**src/rtl/tmr_pkg.sv**
```systemverilog
package tmr_pkg;
  localparam int unsigned BYTE_W = 8;
  localparam int unsigned M0_LO_W = 5;
  localparam int unsigned M0_W = BYTE_W + M0_LO_W;
  localparam int unsigned M1_W = 2 * BYTE_W;

  typedef enum logic {
    MODE_13B = 1'b0,
    MODE_16R = 1'b1
  } tmr_mode_e;
endpackage

```
**src/rtl/tmr_presc.sv**
```systemverilog
module tmr_presc #(
  parameter int unsigned DIV = 4
) (
  input  logic clk_i,
  input  logic rst_ni,
  output logic tick_o
);
  localparam int unsigned CW = (DIV > 1) ? $clog2(DIV) : 1;

  generate
    if (DIV <= 1) begin : g_bypass
      assign tick_o = 1'b1;
    end else begin : g_div
      logic [CW-1:0] cnt_q;
      always_ff @(posedge clk_i or negedge rst_ni) begin
        if (!rst_ni) cnt_q <= '0;
        else if (cnt_q == CW'(DIV - 1)) cnt_q <= '0;
        else cnt_q <= cnt_q + 1'b1;
      end
      assign tick_o = (cnt_q == CW'(DIV - 1));

      p_tick_gap_r3: assert property (@(posedge clk_i) disable iff (!rst_ni)
        tick_o |=> !tick_o);
    end
  endgenerate
endmodule

```
**src/rtl/tmr_sync.sv**
```systemverilog
module tmr_sync #(
  parameter int unsigned W = 2,
  parameter logic [W-1:0] RST_VAL = '0
) (
  input  logic         clk_i,
  input  logic         rst_ni,
  input  logic [W-1:0] d_i,
  output logic [W-1:0] q_o
);
  logic [W-1:0] s0_q, s1_q;

  always_ff @(posedge clk_i or negedge rst_ni) begin
    if (!rst_ni) begin
      s0_q <= RST_VAL;
      s1_q <= RST_VAL;
    end else begin
      s0_q <= d_i;
      s1_q <= s0_q;
    end
  end
  assign q_o = s1_q;
endmodule

```
**src/rtl/tmr_core.sv**
```systemverilog
module tmr_core
  import tmr_pkg::*;
(
  input  logic              clk_i,
  input  logic              rst_ni,
  input  tmr_mode_e         mode_i,
  input  logic              inc_i,
  input  logic [BYTE_W-1:0] wdata_i,
  input  logic              hi_we_i,
  input  logic              lo_we_i,
  input  logic              rh_we_i,
  input  logic              rl_we_i,
  input  logic              ovf_clr_i,
  output logic [BYTE_W-1:0] th_o,
  output logic [BYTE_W-1:0] tl_o,
  output logic              ovf_o
);
  logic [BYTE_W-1:0] th_q, tl_q, rh_q, rl_q, th_n, tl_n;
  logic              ovf_q, step, wrap, ovf_evt;
  logic [M0_W-1:0]   c13, c13_inc;
  logic [M1_W-1:0]   c16;

  assign c13     = {th_q, tl_q[M0_LO_W-1:0]};
  assign c16     = {th_q, tl_q};
  assign c13_inc = c13 + 1'b1;
  // a count-byte write discards the event
  assign step    = inc_i & ~(hi_we_i | lo_we_i);
  assign wrap    = (mode_i == MODE_16R) ? (&c16) : (&c13);
  assign ovf_evt = step & wrap;

  always_comb begin
    th_n = th_q;
    tl_n = tl_q;
    if (step) begin
      if (mode_i == MODE_16R) begin
        if (wrap) {th_n, tl_n} = {rh_q, rl_q};
        else      {th_n, tl_n} = c16 + 1'b1;
      end else begin
        th_n = c13_inc[M0_W-1:M0_LO_W];
        tl_n = {tl_q[BYTE_W-1:M0_LO_W], c13_inc[M0_LO_W-1:0]};
      end
    end
    if (hi_we_i) th_n = wdata_i;
    if (lo_we_i) tl_n = wdata_i;
  end

  always_ff @(posedge clk_i or negedge rst_ni) begin
    if (!rst_ni) begin
      th_q  <= '0;
      tl_q  <= '0;
      rh_q  <= '0;
      rl_q  <= '0;
      ovf_q <= 1'b0;
    end else begin
      th_q <= th_n;
      tl_q <= tl_n;
      if (rh_we_i) rh_q <= wdata_i;
      if (rl_we_i) rl_q <= wdata_i;
      if (ovf_evt)        ovf_q <= 1'b1;
      else if (ovf_clr_i) ovf_q <= 1'b0;
    end
  end

  assign th_o  = th_q;
  assign tl_o  = tl_q;
  assign ovf_o = ovf_q;

  p_wr_hi_r9: assert property (@(posedge clk_i) disable iff (!rst_ni)
    hi_we_i |=> (th_o == $past(wdata_i)));
  p_wr_lo_r9: assert property (@(posedge clk_i) disable iff (!rst_ni)
    lo_we_i |=> (tl_o == $past(wdata_i)));
  p_reload_r5: assert property (@(posedge clk_i) disable iff (!rst_ni)
    (inc_i && !hi_we_i && !lo_we_i && mode_i == MODE_16R && th_o == '1 && tl_o == '1)
      |=> ({th_o, tl_o} == $past({rh_q, rl_q}) && ovf_o));
  p_m0_wrap_r4: assert property (@(posedge clk_i) disable iff (!rst_ni)
    (inc_i && !hi_we_i && !lo_we_i && mode_i == MODE_13B && th_o == '1
     && tl_o[M0_LO_W-1:0] == '1)
      |=> (th_o == '0 && tl_o[M0_LO_W-1:0] == '0 && ovf_o));
  p_clr_r8: assert property (@(posedge clk_i) disable iff (!rst_ni)
    (ovf_clr_i && !inc_i) |=> !ovf_o);
  p_no_ovf_r8: assert property (@(posedge clk_i) disable iff (!rst_ni)
    (!inc_i && !ovf_clr_i) |=> $stable(ovf_o));
endmodule

```
**src/rtl/tmr_chan.sv**
```systemverilog
module tmr_chan
  import tmr_pkg::*;
#(
  parameter int unsigned PRESC_DIV = 4
) (
  input  logic              clk_i,
  input  logic              rst_ni,
  input  logic              run_i,
  input  logic              gate_en_i,
  input  logic              ctr_sel_i,
  input  logic              mode_i,
  input  logic [BYTE_W-1:0] wdata_i,
  input  logic              cnt_hi_we_i,
  input  logic              cnt_lo_we_i,
  input  logic              rld_hi_we_i,
  input  logic              rld_lo_we_i,
  input  logic              ovf_clr_i,
  input  logic              ext_cnt_i,
  input  logic              ext_gate_i,
  output logic [BYTE_W-1:0] cnt_hi_o,
  output logic [BYTE_W-1:0] cnt_lo_o,
  output logic              ovf_o
);
  logic       tick, cnt_s, gate_s, cnt_prev_q, fall, src_evt, allow, inc;
  logic [1:0] pins_s;

  tmr_presc #(.DIV(PRESC_DIV)) u_presc (
    .clk_i (clk_i),
    .rst_ni(rst_ni),
    .tick_o(tick)
  );

  // bit0: count pin idles high, bit1: gate pin
  tmr_sync #(.W(2), .RST_VAL(2'b01)) u_sync (
    .clk_i (clk_i),
    .rst_ni(rst_ni),
    .d_i   ({ext_gate_i, ext_cnt_i}),
    .q_o   (pins_s)
  );
  assign cnt_s  = pins_s[0];
  assign gate_s = pins_s[1];

  always_ff @(posedge clk_i or negedge rst_ni) begin
    if (!rst_ni) cnt_prev_q <= 1'b1;
    else         cnt_prev_q <= cnt_s;
  end
  assign fall    = cnt_prev_q & ~cnt_s;
  assign src_evt = ctr_sel_i ? fall : tick;
  assign allow   = run_i & (~gate_en_i | gate_s);
  assign inc     = allow & src_evt;

  tmr_core u_core (
    .clk_i    (clk_i),
    .rst_ni   (rst_ni),
    .mode_i   (tmr_mode_e'(mode_i)),
    .inc_i    (inc),
    .wdata_i  (wdata_i),
    .hi_we_i  (cnt_hi_we_i),
    .lo_we_i  (cnt_lo_we_i),
    .rh_we_i  (rld_hi_we_i),
    .rl_we_i  (rld_lo_we_i),
    .ovf_clr_i(ovf_clr_i),
    .th_o     (cnt_hi_o),
    .tl_o     (cnt_lo_o),
    .ovf_o    (ovf_o)
  );

  p_gate_hold_r2: assert property (@(posedge clk_i) disable iff (!rst_ni)
    ((!run_i || (gate_en_i && !gate_s)) && !cnt_hi_we_i && !cnt_lo_we_i)
      |=> ($stable(cnt_hi_o) && $stable(cnt_lo_o)));
  p_fall_once_r3: assert property (@(posedge clk_i) disable iff (!rst_ni)
    fall |=> !fall);
  p_src_r3: assert property (@(posedge clk_i) disable iff (!rst_ni)
    (run_i && !gate_en_i && !src_evt && !cnt_hi_we_i && !cnt_lo_we_i)
      |=> ($stable(cnt_hi_o) && $stable(cnt_lo_o)));
endmodule

```
**config.mk**
```make
export PLATFORM = sky130hd
export DESIGN_NAME = tmr_chan
export DESIGN_NICKNAME = d
export VERILOG_FILES = /design/src/rtl/tmr_pkg.sv /design/src/rtl/tmr_presc.sv /design/src/rtl/tmr_sync.sv /design/src/rtl/tmr_core.sv /design/src/rtl/tmr_chan.sv
export SDC_FILE = /design/constraint.sdc
export NUM_CORES = 1
export LEC_CHECK = 0
export BUFFER_PORTS_ARGS = -buffer_cell sky130_fd_sc_hd__buf_2
export CAP_MARGIN = 5
export CORE_MARGIN = 2
export CORE_UTILIZATION = 45
export DETAILED_ROUTE_END_ITERATION = 6
export PLACE_DENSITY = 0.66
export SETUP_SLACK_MARGIN = 0.5
export SYNTH_ARGS = -nofsm -noshare
export SYNTH_HDL_FRONTEND = slang
export SYNTH_SLANG_ARGS = --single-unit
```
**constraint.sdc**
```tcl
create_clock -name clk_i -period 4.9 [get_ports clk_i]
set_clock_uncertainty 0.15 [all_clocks]
set_input_delay 0.98 -clock clk_i [delete_from_list [all_inputs] [get_ports clk_i]]
set_output_delay 0.98 -clock clk_i [all_outputs]
set_load 0.02 [all_outputs]
```
Word-level counts from Yosys, hierarchy flattened
Cells that the tools add are included.
{"block": "op_classes", "n_eq_ne": 1, "bitwise_logic": 10, "reduce_logical": 7, "addsub": 3, "muxes": 13}
{"op": "two-way mux 8 bit", "count": 8}
{"op": "adder 16 x 1 -> 16 bit (second input constant)", "count": 1}
{"op": "AND reduction 16 bit", "count": 1}
{"op": "adder 13 x 1 -> 13 bit (second input constant)", "count": 1}
{"op": "AND reduction 13 bit", "count": 1}
{"op": "nonzero test 2 bit", "count": 4}
{"op": "bitwise AND 1 bit", "count": 5}
{"op": "two-way mux 1 bit", "count": 4}
{"op": "inverter 1 bit", "count": 3}
{"op": "adder 2 x 1 -> 2 bit (second input constant)", "count": 1}
{"op": "== test 2 bit (second input constant)", "count": 1}
{"op": "two-way mux 2 bit", "count": 1}
{"op": "bitwise OR 1 bit", "count": 2}
{"op": "AND reduction 2 bit", "count": 1}
{"block": "totals", "reg_bits": 40, "word_cells": 44, "output_inout_bits": 17, "in_bits": 21}

Longest topological paths before layout
{"block": "logic_depth", "depth_word": 7, "ltp_mapped": 7, "mapped_depth_nobuf": 6}

Cells and area by module
A second synthesis with hierarchy kept.
{"block": "hier_totals", "hier_cells": 235, "hier_area_um2": 2339.7}
{"mod": "tmr_core", "instances": 1, "cells_each": 221, "area_each_um2": 2109.5, "seq_area_each_um2": 825.8}
{"mod": "tmr_sync", "instances": 1, "cells_each": 4, "area_each_um2": 102.6, "seq_area_each_um2": 102.6}
{"mod": "tmr_presc", "instances": 1, "cells_each": 4, "area_each_um2": 66.3, "seq_area_each_um2": 50.0}
{"mod": "tmr_chan", "instances": 1, "cells_each": 6, "area_each_um2": 61.3, "seq_area_each_um2": 26.3}

Worst setup path before layout
Ideal clock, no wire load.
{"block": "synth_timing", "kind": "input port to flip-flop", "from": "input cnt_hi_we_i", "to": "register u_core.th_q[5] (netlist: u_core.th_o[5])", "t_arrival_ns": 2.185, "setup_slack_ns": 2.496, "t_required_ns": 4.681, "path_buffers": 2, "stages": 7, "setup_ns": 0.069, "path_cell_list": "clkbuf_1 > nor3b_1 > o211a_1 > buf_2 > nand2_1 > a211o_1 > nand3_1"}
{"block": "synth_between", "elab_chain_len": 4, "word_cells_on_any_way": 5, "cone_classes": "mux (1); bitwise (3); reduce/logical (1)"}
{"element": "start: declaration", "line": "tmr_chan.sv:13", "source": "input logic cnt_hi_we_i,"}
{"element": "bitwise OR 1 bit", "line": "tmr_core.sv:27", "source": "assign step = inc_i & ~(hi_we_i | lo_we_i);"}
{"element": "inverter 1 bit", "line": "tmr_core.sv:27"}
{"element": "bitwise AND 1 bit", "line": "tmr_core.sv:27"}
{"element": "nonzero test 2 bit (no source line)"}
{"element": "end signal: assignment", "line": "tmr_core.sv:55", "source": "th_q <= th_n;"}
{"element": "end: declaration", "line": "tmr_core.sv:18", "source": "logic [BYTE_W-1:0] th_q, tl_q, rh_q, rl_q, th_n, tl_n;"}
Several ways; a longest one is shown, not always the timed one.
A chain may end at the register's enable or synchronous reset.

Final worst setup path
{"block": "layout_timing", "from": "register u_core.tl_q[0] (netlist: u_core.tl_o[0])", "to": "register u_core.th_q[7] (netlist: u_core.th_o[7])"}
{"block": "layout_between", "elab_chain_len": 6, "word_cells_on_any_way": 9, "cone_classes": "add/sub (2); mux (5); reduce/logical (2)"}
{"element": "start: declaration", "line": "tmr_core.sv:18"}
{"element": "start signal: assignment", "line": "tmr_core.sv:56", "source": "tl_q <= tl_n;"}
{"element": "parallel branches: the longest is 3 deep, another holds adder 16 x 1 -> 16 bit"}
{"element": "two-way mux 8 bit (*)", "line": "tmr_core.sv:35", "source": "if (mode_i == MODE_16R) begin"}
{"element": "two-way mux 8 bit (*)", "line": "tmr_core.sv:34", "source": "if (step) begin"}
{"element": "two-way mux 8 bit (*)", "line": "tmr_core.sv:43", "source": "if (hi_we_i) th_n = wdata_i;"}
Every way passes the cells marked *. The select of a mux whose other input is x is not followed.

==> results.json <==
{
  "status": "complete, no violations",
  "rsz0062_at_grt": "no",
  "routabilityCongestion": 0.884,
  "synth_flop_cell": "dfrtp_1",
  "worstPathCellList": "ha_1, nand4_1, or4_1, nor2_1, a211o_1, nand3_1",
  "antenna_cells": 0,
  "cts.sinks": 40,
  "arrival_ns": 2.57,
  "met3_usage": 0.0501,
  "antenna_found_initial": 0,
  "ys_async_sr_fraction": 1.00,
  "slowest_delay_ns": 0.80,
  "synth_area_um2": 2230,
  "io_buffers": 37,
  "num_io_pins": 38,
  "cp_top_family": "simple AND/OR/NAND/NOR gates",
  "pwr-share-comb": 0.155,
  "routed_via_density": 5.89,
  "path_max_fanout": 11,
  "ant_nets": 0,
  "dp_slack_ns": 2.13,
  "postCtsSetupBuffers": 0,
  "drt_iter0_drc": 181,
  "row_count": 25,
  "p_sw_frac": 0.278,
  "wl_mm": 5.46,
  "initial_core_util": 0.469,
  "numCtsBuffers": 5,
  "regArea_um2": 1000,
  "pwr-share-seq": 0.491,
  "final.min_clock_period_ns": 2.55,
  "vias": 1915,
  "synth_top_area_share": 0.415,
  "die-area_um2": 5530,
  "criticalPathCategory": "register to register",
  "synth.yosys.seq_area_share": 0.451,
  "grt_util_met1": 0.318,
  "synth_cell_type_count": 40,
  "core_um2": 4750,
  "grt_use_met2": 0.313,
  "synth_edf_count": 0,
  "clk_latency_ns": 0.30,
  "die_w_um": 74.4,
  "gr-total-overflow": 0,
  "syn_area_per_cell_um2": 9.87,
  "fp.dieH_um": 74.4,
  "max_slew_margin": 0.406,
  "track_usage": 0.216,
  "synth_seq_cells": 40,
  "drc": 0,
  "grt_max_degree": 41,
  "setup_total_negative_slack_ns": 0,
  "nets": 280,
  "clockBufferDepth": 2,
  "firstDrtPassIters": 4,
  "ys.warnings.count": 0,
  "finalWorstSetupSlack_ns": 2.35,
  "synth_nets": 249,
  "pwr-share-clk": 0.354,
  "end_kind": "register",
  "mostFrequentLayoutCells": "37 x buf_2, 37 x dfrtp_1, 17 x nand2_1, 17 x nor3_1, 15 x mux2_2",
  "synth_area_leaders": "dfrtp_1 42%, mux2_2 7.6%, nor3_1 3.8%, dfstp_2 3.5%, xnor2_1 3.5%",
  "irDropWorstVdd_uv": 150,
  "fmax_mhz": 392,
  "clkTransAtPathRegs_ns": 0.08,
  "fillers": 443,
  "avgRoutedWirePerCell_um": 16.8,
  "slew_viol_final": 0,
  "slowest_stage": "or4_1",
  "holdCritPathClass": "register to register",
  "max-cap-violations": 0,
  "final-setup-viol-count": 0,
  "cts_hold_buf": 0,
  "power.density_nw_per_um2": 311,
  "finalHoldViolCount": 0,
  "cts_resized": 0,
  "finalCritPeriodShare": 0.521,
  "worstMarginPinSlew_ns": 0.891,
  "htreeDepth": 2,
  "synth_largest_area_cell": "dfrtp_1",
  "grt_pass1_vias": 1805,
  "required_ns": 4.92,
  "multiInputGateArea_um2": 1140,
  "netlist_instances": 226,
  "cp_num_buf_inv": 0,
  "power.total_w": 0.000799,
  "dp_hpwl_mm": 3.91,
  "startpoint_type": "register",
  "area.growth.synth_to_final_pct": 15.2,
  "p_int_w": 0.000577,
  "busiest_layer": "met1",
  "total_leakage_power_nw": 1.08,
  "grt_pass1_wl_mm": 9.03,
  "drive_gt1_frac": 0.260,
  "cts_root_buf": "clkbuf_8",
  "switching_power_w": 0.000222,
  "cts_tree": "yes"
}
## final cells by class
type / instances / area share
clock buffer: 6 / 0.0322
clock inverter: 2 / 0.0151
inverter: 7 / 0.0102
multi-input combinational: 165 / 0.443
sequential: 40 / 0.391
tap: 67 / 0.0327
timing repair buffer: 38 / 0.0750
## power by group through the flow
| stage | logic [W] | clock network, W | registers, W |
|---|---|---|---|
| 4_1_cts | 0.000125 | 0.000292 | 0.000392 |
| 5_1_grt | 0.000137 | 0.000306 | 0.000397 |
| 3_3_place_gp | 0.000123 | 0 | 0.000398 |
| 3_5_place_dp | 0.000125 | 0 | 0.000398 |
| 6_report | 0.000124 | 0.000283 | 0.000392 |
| 2_1_floorplan | 0.0000712 | 0 | 0.000403 |
## final timing paths
| check | slack [ns] | from | end | cells after the start |
|---|---|---|---|---|
| hold / removal | 0.21 | u_sync.s0_q[1] | u_sync.q_o[1] | 0 |
| hold reg to reg | 0.21 | u_sync.s0_q[1] | u_sync.q_o[1] | 0 |
| min in group asynchronous | 0.65 | rst_ni | u_presc.g_div.cnt_q[0] | 1 |
| max in group asynchronous | 3.39 | rst_ni | u_core.rh_q[7] | 1 |
| setup / recovery | 2.35 | u_core.tl_o[0] | u_core.th_o[7] | 6 |
| setup reg to reg | 2.35 | u_core.tl_o[0] | u_core.th_o[7] | 6 |
## registers in the layout, summed over array words and instances, names as in the netlist
| signal | cells |
|---|---|
| cnt_prev_q | 1 |
| u_sync.q_o | 2 |
| u_core.th_o | 8 |
| u_core.ovf_o | 1 |
| u_core.tl_o | 8 |
| u_core.rl_q | 8 |
| u_presc.g_div.cnt_q | 2 |
| u_core.rh_q | 8 |
| u_sync.s0_q | 2 |
## synth_stat cells, types with 6 or more instances
| cell type | instances |
|---|---|
| a22oi_1 | 10 |
| clkbuf_1 | 8 |
| dfrtp_1 | 37 |
| inv_1 | 7 |
| mux2_2 | 15 |
| nand2_1 | 17 |
| nand3_1 | 7 |
| nand4_1 | 7 |
| nor2_1 | 14 |
| nor3_1 | 17 |
| o21ai_0 | 13 |
| xnor2_1 | 9 |
| xor2_1 | 6 |
## per-stage QoR
stage,cells,hold slack (ns),util,cell area (um2)
after floorplan,226,0.181,-,2230
after global routing,325,0.212,0.540,2570
after detailed placement,317,0.194,0.514,2450
after global placement,317,0.183,0.514,2450
after CTS,325,0.210,0.540,2570
final,325,0.207,0.540,2570
## metal layers
layer | vias up | wire (um) | part of all wire
li1 | 899 | - | -
met5 | - | 0 | 0
met1 | 924 | 2530 | 0.46
met2 | 84 | 2410 | 0.44
met4 | 0 | 81 | 0.015
met3 | 8 | 438 | 0.080
## logic make-up after synthesis
logic type / Yosys count / synth area share
simple gates: 78 / 0.184
flops: 40 / 0.451
mux: 20 / 0.0982
buf+inv: 21 / 0.0387
fa+ha+maj: 2 / 0.0112
xor+xnor: 15 / 0.0589
compound gates: 50 / 0.159
## worst reg2reg max path, stage by stage, from the launching register on
cell     delay (ns)
dfrtp_1        0.44
ha_1           0.25
nand4_1        0.41
or4_1          0.80
nor2_1         0.19
a211o_1        0.12
nand3_1        0.07
(Power assumes the default switching activity.)
